===== src/rtl/pmt_pkg.sv =====
package pmt_pkg;
  localparam int A_CTRL  = 0;
  localparam int A_PRE   = 1;
  localparam int A_CNT   = 2;
  localparam int A_FLAG  = 3;
  localparam int MT_BASE = 4;
  localparam int MCTL_W  = 3;
  localparam int B_IRQ   = 0;
  localparam int B_RST   = 1;
  localparam int B_STOP  = 2;
  localparam int C_RUN   = 0;
  localparam int C_HOLD  = 1;
endpackage


===== src/rtl/pmt_prescaler.sv =====
module pmt_prescaler #(
  parameter int W = 32
) (
  input  logic         clk,
  input  logic         rst,
  input  logic         run,
  input  logic         hold,
  input  logic [W-1:0] limit,
  output logic [W-1:0] pcount,
  output logic         tick
);
  assign tick = run && !hold && (pcount >= limit);

  always_ff @(posedge clk) begin
    if (rst || hold) pcount <= '0;
    else if (run)    pcount <= tick ? '0 : pcount + 1'b1;
  end

  // a wrap always returns the divider to zero
  assert_wrap_zero_R1: assert property (@(posedge clk) disable iff (rst)
    tick |=> pcount == '0);
endmodule


===== src/rtl/pmt_match_chan.sv =====
module pmt_match_chan #(
  parameter int W           = 32,
  parameter bit PWM_CAPABLE = 1'b1
) (
  input  logic         clk,
  input  logic         rst,
  input  logic [W-1:0] count,
  input  logic [W-1:0] mval,
  input  logic [W-1:0] cyc_len,
  input  logic         pwm_sel,
  output logic         hit,
  output logic         pin
);
  logic pwm_on;
  logic level;

  assign hit    = (count == mval);
  assign pwm_on = PWM_CAPABLE && pwm_sel;
  assign level  = pwm_on ? ((mval < cyc_len) && (count >= mval)) : hit;

  always_ff @(posedge clk) begin
    if (rst) pin <= 1'b0;
    else     pin <= level;
  end

  // compare value equal to the period never drives the output high
  assert_flat_low_R8: assert property (@(posedge clk) disable iff (rst)
    (pwm_on && mval == cyc_len) |=> !pin);
  // compare value zero keeps the output high
  assert_flat_high_R8: assert property (@(posedge clk) disable iff (rst)
    (pwm_on && mval == '0) |=> pin);
endmodule


===== src/rtl/pwm_match_timer.sv =====
module pwm_match_timer
  import pmt_pkg::*;
#(
  parameter int CW   = 32,
  parameter int NCH  = 4,
  parameter int NPWM = 3,
  parameter int AW   = 4
) (
  input  logic          clk,
  input  logic          rst,
  input  logic          wr_en,
  input  logic [AW-1:0] wr_addr,
  input  logic [CW-1:0] wr_data,
  input  logic          rd_en,
  input  logic [AW-1:0] rd_addr,
  output logic [CW-1:0] rd_data,
  output logic          rd_valid,
  output logic [NCH-1:0] irq_flags,
  output logic [NCH-1:0] match_out
);
  localparam int MCW      = MCTL_W * NCH;
  localparam int A_MCTL   = MT_BASE + NCH;
  localparam int A_PWMSEL = A_MCTL + 1;
  localparam int A_PCNT   = A_MCTL + 2;
  localparam int CH_LAST  = NCH - 1;

  logic            run_q, hold_q, tick_q;
  logic [CW-1:0]   pre_q, tc_q, pcount;
  logic [CW-1:0]   mt_q [NCH];
  logic [MCW-1:0]  mctl_q;
  logic [NPWM-1:0] pwmsel_q;
  logic [NCH-1:0]  flags_q;
  logic [NCH-1:0]  hit, evt, irq_en, rst_en, stop_en, sel_ext;
  logic            tick, pwm_mode, restart, halt;
  logic            wr_ctrl, wr_flag;
  logic [CW-1:0]   rd_mux;

  assign wr_ctrl = wr_en && (wr_addr == AW'(A_CTRL));
  assign wr_flag = wr_en && (wr_addr == AW'(A_FLAG));

  pmt_prescaler #(.W(CW)) u_pre (
    .clk(clk), .rst(rst), .run(run_q), .hold(hold_q),
    .limit(pre_q), .pcount(pcount), .tick(tick)
  );

  genvar gi;
  generate
    for (gi = 0; gi < NCH; gi++) begin : g_ch
      if (gi < NPWM) begin : g_sel
        assign sel_ext[gi] = pwmsel_q[gi];
      end else begin : g_nosel
        assign sel_ext[gi] = 1'b0;
      end
      assign irq_en[gi]  = mctl_q[MCTL_W*gi + B_IRQ];
      assign rst_en[gi]  = mctl_q[MCTL_W*gi + B_RST];
      assign stop_en[gi] = mctl_q[MCTL_W*gi + B_STOP];
      assign evt[gi]     = tick_q && hit[gi];

      pmt_match_chan #(.W(CW), .PWM_CAPABLE(gi < NPWM)) u_ch (
        .clk(clk), .rst(rst), .count(tc_q), .mval(mt_q[gi]),
        .cyc_len(mt_q[CH_LAST]), .pwm_sel(sel_ext[gi]),
        .hit(hit[gi]), .pin(match_out[gi])
      );

      // a flag only rises after a fresh arrival at an enabled compare value
      assert_flag_cause_R3: assert property (@(posedge clk) disable iff (rst)
        $rose(flags_q[gi]) |-> $past(tick_q && tc_q == mt_q[gi] && irq_en[gi]));
      // a set request is never lost to a simultaneous clear
      assert_set_wins_R5: assert property (@(posedge clk) disable iff (rst)
        (evt[gi] && irq_en[gi]) |=> flags_q[gi]);
    end
  endgenerate

  assign pwm_mode = |pwmsel_q;
  assign restart  = |(hit & rst_en) || (pwm_mode && hit[CH_LAST]);
  assign halt     = |(evt & stop_en);

  // configuration registers
  always_ff @(posedge clk) begin
    if (rst) begin
      pre_q    <= '0;
      mctl_q   <= '0;
      pwmsel_q <= '0;
      for (int i = 0; i < NCH; i++) mt_q[i] <= '0;
    end else if (wr_en) begin
      if (wr_addr == AW'(A_PRE))    pre_q    <= wr_data;
      if (wr_addr == AW'(A_MCTL))   mctl_q   <= wr_data[MCW-1:0];
      if (wr_addr == AW'(A_PWMSEL)) pwmsel_q <= wr_data[NPWM-1:0];
      for (int i = 0; i < NCH; i++)
        if (wr_addr == AW'(MT_BASE + i)) mt_q[i] <= wr_data;
    end
  end

  // control bits: a halt overrides a concurrent write of the run bit
  always_ff @(posedge clk) begin
    if (rst) begin
      run_q  <= 1'b0;
      hold_q <= 1'b0;
    end else begin
      if (wr_ctrl) begin
        run_q  <= wr_data[C_RUN];
        hold_q <= wr_data[C_HOLD];
      end
      if (halt) run_q <= 1'b0;
    end
  end

  // main count: advances on a divider wrap, restarts at the end of the held period
  always_ff @(posedge clk) begin
    if (rst || hold_q) begin
      tc_q   <= '0;
      tick_q <= 1'b0;
    end else begin
      tick_q <= tick;
      if (tick) tc_q <= restart ? '0 : tc_q + 1'b1;
    end
  end

  always_ff @(posedge clk) begin
    if (rst) flags_q <= '0;
    else     flags_q <= (flags_q & ~(wr_flag ? wr_data[NCH-1:0] : '0)) | (evt & irq_en);
  end
  assign irq_flags = flags_q;

  always_comb begin
    rd_mux = '0;
    if (rd_addr == AW'(A_CTRL))   rd_mux = CW'({hold_q, run_q});
    if (rd_addr == AW'(A_PRE))    rd_mux = pre_q;
    if (rd_addr == AW'(A_CNT))    rd_mux = tc_q;
    if (rd_addr == AW'(A_FLAG))   rd_mux = CW'(flags_q);
    if (rd_addr == AW'(A_MCTL))   rd_mux = CW'(mctl_q);
    if (rd_addr == AW'(A_PWMSEL)) rd_mux = CW'(pwmsel_q);
    if (rd_addr == AW'(A_PCNT))   rd_mux = pcount;
    for (int i = 0; i < NCH; i++)
      if (rd_addr == AW'(MT_BASE + i)) rd_mux = mt_q[i];
  end

  always_ff @(posedge clk) begin
    if (rst) begin
      rd_data  <= '0;
      rd_valid <= 1'b0;
    end else begin
      rd_valid <= rd_en;
      if (rd_en) rd_data <= rd_mux;
    end
  end

  // between divider wraps the count does not move
  assert_count_held_R2: assert property (@(posedge clk) disable iff (rst)
    (run_q && !hold_q && !tick) |=> tc_q == $past(tc_q));
  // once halted and untouched, the count stays frozen
  assert_stop_frozen_R4: assert property (@(posedge clk) disable iff (rst)
    (!run_q && !hold_q && !wr_ctrl) |=> tc_q == $past(tc_q));
  // a halting match clears the run bit on the next edge
  assert_stop_clears_R4: assert property (@(posedge clk) disable iff (rst)
    halt |=> !run_q);
  // hold forces both counters to zero
  assert_hold_zero_R6: assert property (@(posedge clk) disable iff (rst)
    hold_q |=> (tc_q == '0 && pcount == '0));
endmodule


===== config.mk =====
export PLATFORM = sky130hd
export DESIGN_NAME = pwm_match_timer
export DESIGN_NICKNAME = d
export VERILOG_FILES = /design/src/rtl/pmt_pkg.sv /design/src/rtl/pmt_prescaler.sv /design/src/rtl/pmt_match_chan.sv /design/src/rtl/pwm_match_timer.sv
export SDC_FILE = /design/constraint.sdc
export NUM_CORES = 1
export LEC_CHECK = 0
export BUFFER_PORTS_ARGS = -buffer_cell sky130_fd_sc_hd__clkbuf_2
export CAP_MARGIN = 15
export CORE_MARGIN = 2
export CORE_UTILIZATION = 57
export DETAILED_ROUTE_END_ITERATION = 10
export PLACE_DENSITY_LB_ADDON = 0.05
export SYNTH_ARGS = -nofsm -noshare
export SYNTH_HDL_FRONTEND = slang
export SYNTH_SLANG_ARGS = --single-unit

===== constraint.sdc =====
create_clock -name clk -period 3.7 [get_ports clk]
set_input_delay 0.555 -clock clk [delete_from_list [all_inputs] [get_ports clk]]
set_output_delay 0.555 -clock clk [all_outputs]
set_load 0.01 [all_outputs]

## Yosys cells after proc, flatten, opt, wreduce, memory -nomap -nowiden

Memories as Yosys holds them, arrays and structs flattened.
Cells that the tools add are included.

- Equality and inequality tests: 22
- $lt $le $gt $ge: 7
- Reductions and logical operators: 23
- Add/subtract/negate cells: 2
- Multiplexer cells: 39
- Bitwise operators: 10

Operators with widths:

| operator | number |
|---|---|
| 32-bit 2-to-1 mux | 16 |
| 32-bit == test | 4 |
| 32-bit >= comparator | 4 |
| 32-bit < comparator | 3 |
| 32-bit by 1-bit adder with 32-bit output, second input constant | 2 |
| 4-bit by 3-bit == test with 1-bit output, second input constant | 8 |
| 1-bit 2-to-1 mux | 21 |
| 4-bit == test, second input constant | 5 |
| 4-bit bitwise AND | 4 |
| 4-bit by 2-bit == test with 1-bit output, second input constant | 3 |
| 1-bit logical AND | 12 |
| 4-bit by 1-bit == test with 1-bit output, second input constant | 2 |
| 4-bit zero test | 2 |
| 2-bit AND reduction | 3 |
| 5-bit OR reduction | 1 |
| 4-bit 2-to-1 mux | 1 |
| 4-bit inverter | 1 |
| 1-bit OR | 4 |
| 4-bit OR | 1 |
| 4-bit OR reduction | 1 |
| 3-bit OR reduction | 1 |
| 1-bit logical OR | 2 |
| 2-bit 2-to-1 mux | 1 |
| 1-bit zero test | 1 |

- Bits in writable memories: 128
- Memories kept: 1
- Output and inout port bits: 41
- Bits of input ports: 44
- Flip-flop bits (word level): 155

Memory list:

| memory | words | bits a word | rd ports | clocked after Yosys merged registers in | write ports | RTL line | RTL |
|---|---|---|---|---|---|---|---|
| mt_q | 4 | 32 | 4 | 0 | 4 | pwm_match_timer.sv:29 | `logic [CW-1:0] mt_q [NCH];` |

## Logic depth before layout (Yosys ltp)

- Word-level depth: 12
- Mapped depth: 11
- Depth with buffers taken out: 9

## Hierarchy

From an unflattened synthesis, not the netlist that was laid out.

- Cells, all modules: 2173
- Area total of the unflattened synthesis: 19338.5 µm²

Modules (own cells, without submodules):

| module | instances | seq. area each (µm²) | area each (µm²) | cells each |
|---|---|---|---|---|
| pwm_match_timer | 1 | 6226.0 | 11661.2 | 1169 |
| pmt_match_chan at g_ch[0].u_ch ... | 3 | 20.0 | 1629.1 | 223 |
| pmt_prescaler | 1 | 640.6 | 2413.6 | 290 |
| pmt_match_chan at g_ch[3].u_ch | 1 | 20.0 | 376.6 | 45 |

## Worst setup path after synthesis

OpenSTA, ideal clock, no wires.

- Path kind: input to register
- Start: input wr_addr[3]
- End: memory mt_q[0][0] (enable)
- Setup slack: -42 ps
- Library setup time: 470 ps
- Stages on the path: 2
- Required time: 3230 ps
- Arrival time: 3272 ps
- Cells stage by stage: nand3b_1 > o31ai_1

RTL lines:

| item | RTL line | RTL |
|---|---|---|
| from (decl) | pwm_match_timer.sv:12 | `input logic [AW-1:0] wr_addr,` |
| to (decl) | pwm_match_timer.sv:29 |  |

## Final worst setup path

- Start: register tc_q[0]
- End: register g_ch[1].u_ch.pin

- Cells in the longest elaborated chain, start to end: 3
- Elaborated cells on any way between the ends: 4

Ends and longest elaborated chain:

| item | RTL line | RTL |
|---|---|---|
| from (decl) | pwm_match_timer.sv:28 | `logic [CW-1:0] pre_q, tc_q, pcount;` |
| from (signal assigned) | pwm_match_timer.sv:115 | `if (tick) tc_q <= restart ? '0 : tc_q + 1'b1;` |
| 32-bit >= comparator | pmt_match_chan.sv:19 | `assign level = pwm_on ? ((mval < cyc_len) && (count >= mval)) : hit;` |
| 1-bit logical AND | pmt_match_chan.sv:19 |  |
| 1-bit 2-to-1 mux * | pmt_match_chan.sv:19 |  |
| to (signal assigned) | pmt_match_chan.sv:23 | `else pin <= level;` |
| to (decl) | pmt_match_chan.sv:12 | `output logic pin` |

Mark *: on every way between the ends. The rest lies on a longest branch, timed or not.
A chain may end at the register's enable or synchronous reset.

==> summary by stage <==
Timing
The summed negative setup slack over all endpoints is 0 ns. Setup repair after global routing left no endpoint under its margin. The fmax is roughly 290 MHz. The number of hold violations in the final report was 0. Dividing the final minimum period by the clock period gives between 90% and 100%.

Clock skew on the completed layout was measured at 0.01119 ns. Across all hold checks on the routed design, the worst slack comes to 0.2832 ns. The total count of max-transition violations in the final report was 0. The final setup violation count is 0.

The clock period could shrink to about 3.5 ns. Headroom to the max-slew limit came out at between 20% and 30%. For the pin with the worst max-slew slack, the measured transition is approximately 1.1 ns.

Setup path
The signal on the critical path passes through inv_1, ha_1, nand4_1, nor4_1, nand2_1, o21ai_0, o211ai_1, a211oi_1. Measured in cells, the most critical reg-to-reg path has a length of 8. The critical path depth in cells is 8. The slowest library cell on the worst path is sky130_fd_sc_hd__nor4_1. The family with the most delay on the worst path is simple AND/OR/NAND/NOR gates. The reg-to-reg startpoint is tc_q[0]. The arrival time of data at the critical path endpoint is roughly 4 ns. Together, buffers and inverters on the worst path number 1. STA classifies the critical path startpoint as a register. The data required time at the worst endpoint is a little over 4 ns. In this run the worst setup path begins at tc_q[0]. The type of the setup path with the least slack is register to register. The highest cell delay on the worst timing path is 0.90 ns. Of all nets on the critical path, the largest fanout is 6. The worst setup path is captured at a register.

Place
At the end of routability-driven placement, the weighted congestion stood at roughly 1.0. In this run the tool buffered the top-level ports with 84 buffer cells. The wire-length estimate of the detail-placed layout is roughly 49000 µm.

Synthesis
The most used flip-flop cell after synthesis is sky130_fd_sc_hd__dfxtp_1. The average instance in the mapped netlist occupies just over 9 µm². In the post-synthesis netlist, the biggest area contributors are sky130_fd_sc_hd__edfxtp_1, sky130_fd_sc_hd__dfxtp_1, sky130_fd_sc_hd__ha_1. Counting flops with an async set or reset pin after synthesis yields a share of 0%. By count the netlist is led by sky130_fd_sc_hd__ha_1, sky130_fd_sc_hd__inv_1, sky130_fd_sc_hd__nand2_1, sky130_fd_sc_hd__a21oi_1, sky130_fd_sc_hd__dfxtp_1.

The biggest area contributor in the post-synthesis netlist is sky130_fd_sc_hd__edfxtp_1. The area fraction of the dominant cell type after synthesis is between 20% and 30%. The part of the Yosys area used for sequential elements is between 30% and 40%. The post-synth design cell area is ~18000 µm². The count of flip-flops with a built-in enable after synthesis is approximately 130. The synthesized net count is between 2000 and 2500. In this run, synthesis produced a sequential element count of 283. The count of mapped cells out of synthesis is 2008. By instance count, the leading cell after synthesis is sky130_fd_sc_hd__ha_1.

The warning count from the yosys run is 0. The count of distinct cell types in the synthesized netlist is 84.

Floorplan
Measured along the y axis, the die boundary spans around 180 µm. The die width is between 150 and 200 µm. The I/O pin count is 85. For this configuration, the core starts out at a cell density of approximately 58%. The die covers 33720 µm².

The placeable core region is between 30000 and 40000 µm². The number of rows created at floorplan is 65.

Hold path
The classification of the worst-slack hold path is primary input to register. Counting instances, the worst hold path has a depth of 3. The origin of the worst min-delay path is wr_data[21].

Global routing
The number of antenna violations at the first check in global routing was 1. The total overflow left after global routing is 0. The first global-routing pass estimated slightly below 100000 µm of wire. Entering global routing, the biggest net connects 60 pins. The total routing resource utilization after global routing is a little under two fifths. The via count of the first global-routing pass is about 16000.

Clock tree
The clock tree synthesis step divided the H-tree into 2 levels. TritonCTS built the clock tree. The cell sitting at the root of the clock tree is a sky130_fd_sc_hd__clkbuf_16. Buffers added to address setup during post-CTS repair amount to 0.

The later-pin clock latency in the skew report is about 0.53 ns. The clock transition at the register clock pins on the worst setup and hold paths after CTS is ~0.060 ns. The number of sinks driven by the clock tree is about 280. Hold repair after CTS inserted 0 buffers. The total clock buffers created by CTS is 34. Post-CTS repair changed the size of 0 cells. The maximum clock insertion buffer count is 3.

Run status
The run finished with clean final reports.

Flow run
Max-cap violations in this run came to 0.

Route
The post-route met1 wirelength is between 20000 and 30000 µm. The detailed-route via count is approximately 16000. The met2 wire length is ~27000 µm. The number of remaining DRC errors is 0.

In the final routed layout, each cell accounts on average for ~25 µm. Signal routing reaches up to met4. The length of the first detailed-routing pass in iterations is 9.

Summed over all nets, wire length on met3 after detailed routing comes to ~6600 µm. In this run the remaining antenna-violating nets after routing total 0. The number of DRC markers in iteration 0 is between 1500 and 2000.

The via density per instance is 6.469. The routed wire length is between 60000 and 70000 µm.

Layout
The post-route netlist has 11.17% of its cells at a drive strength greater than 1. Compared with the post-synthesis result, the final layout area differs by 11.84%. The net count of the finished layout is 2362.

Power and ir drop
In this run the power density over the cells is around 380 nW/µm². IR analysis of the VDD net gives a maximum drop of ~340 µV. In this run the static leakage power is 8.914 nW.
-- through the flow --
step / instances / util [%] / instance area, µm² / total power [mW] / setup slack [ns]
after floorplan: 2008 / - / 18400 / 4.084 / 0.06736
after global placement: 2460 / 61.53 / 19460 / 4.461 / 0.4361
after detailed placement: 2460 / 61.53 / 19460 / 4.480 / 0.4150
after CTS: 2522 / 64.97 / 20550 / 7.762 / 0.4005
after global routing: 2523 / 65.01 / 20570 / 7.991 / 0.1516
final: 2525 / 65.02 / 20570 / 7.752 / 0.2121
-- cell type report --
type                    instances  area [µm²]
fillers                      2668       11070
multi-input cells            1466       10480
flip-flops and latches        283        6947
clock buffers                  46       959.7
repair buffers                143       919.6
inverters                     167       626.9
well taps                     402       503.0
clock inverters                16       130.1
diodes                          2       5.005
-- kinds of logic after synthesis --
group                      share of synthesized area, %
and+or+nand+nor                                   19.10
AOI/OAI and AO/OA                                 17.78
DFF                                               37.77
buffers and inverters                             5.673
adders and majority gates                         15.17
xor gates and xnor gates                          3.286
muxes                                             1.218
-- worst paths after layout --
check | to | slack, ns
hold / removal | pre_q[21] | 0.28
hold reg to reg | pre_q[6] | 0.48
setup / recovery | g_ch[1].u_ch.pin | 0.21
setup reg to reg | g_ch[1].u_ch.pin | 0.21
-- flip-flops by register name (all words and copies together) (netlist names) --
signal / cells
tc_q: 32
g_ch.u_ch.pin: 4
pwmsel_q: 3
tick_q: 1
u_pre.pcount: 32
pre_q: 32
rd_valid: 1
irq_flags: 4
mctl_q: 12
rd_data: 32
hold_q: 1
run_q: 1
mt_q: 128
-- metal layers --
layer | global-route usage (%) | vias up
li1 | - | 7472
met1 | 53.65 | 7740
met2 | 56.80 | 936
met3 | 8.082 | 186
met4 | 16.64 | 0
met5 | 0 | -
-- power by group --
part	leakage, nW	internal [mW]	switching, mW
logic	5.91	0.321	0.592
clock network	0.526	1.96	1.35
registers	2.48	3.39	0.140
total	8.91	5.67	2.08
-- cell usage in the layout, fill, tap and decap left out, types with 5 or more instances in the layout --
master / n
sky130_fd_sc_hd__nand2b_1: 13
sky130_fd_sc_hd__o21ai_1: 6
sky130_fd_sc_hd__edfxtp_1: 128
sky130_fd_sc_hd__a22oi_1: 52
sky130_fd_sc_hd__a222oi_1: 22
sky130_fd_sc_hd__clkbuf_2: 83
sky130_fd_sc_hd__nand2_1: 165
sky130_fd_sc_hd__and4_1: 7
sky130_fd_sc_hd__o21ai_0: 70
sky130_fd_sc_hd__a211oi_1: 37
sky130_fd_sc_hd__nor3_2: 12
sky130_fd_sc_hd__clkbuf_1: 9
sky130_fd_sc_hd__nor3_1: 11
sky130_fd_sc_hd__clkinv_1: 7
sky130_fd_sc_hd__o21a_1: 8
sky130_fd_sc_hd__a21o_1: 35
sky130_fd_sc_hd__inv_1: 167
sky130_fd_sc_hd__a311oi_1: 5
sky130_fd_sc_hd__dfxtp_1: 155
sky130_fd_sc_hd__nand3_1: 36
sky130_fd_sc_hd__a2111oi_0: 9
sky130_fd_sc_hd__a21oi_1: 160
sky130_fd_sc_hd__nor2b_1: 18
sky130_fd_sc_hd__a221oi_1: 5
sky130_fd_sc_hd__xor2_1: 60
sky130_fd_sc_hd__xnor2_1: 9
sky130_fd_sc_hd__nor4_1: 21
sky130_fd_sc_hd__a22o_1: 9
sky130_fd_sc_hd__nor2_1: 137
sky130_fd_sc_hd__mux2i_1: 19
sky130_fd_sc_hd__and2_1: 138
sky130_fd_sc_hd__clkbuf_16: 37
sky130_fd_sc_hd__ha_1: 223
sky130_fd_sc_hd__o211ai_1: 8
sky130_fd_sc_hd__a31oi_1: 15
sky130_fd_sc_hd__nand4_1: 52
sky130_fd_sc_hd__o311ai_0: 6
sky130_fd_sc_hd__buf_4: 55
sky130_fd_sc_hd__and3_1: 14
-- worst reg2reg max path, delay by kind of cell, from the launching register on --
kind,cells,cell delay (ns)
adders and majority gates,1,0.32
buffers and inverters,1,0.17
DFF,1,0.49
AOI/OAI and AO/OA,3,1.09
and+or+nand+nor,3,1.33
Note: power is estimated with default switching activity, not from simulation.
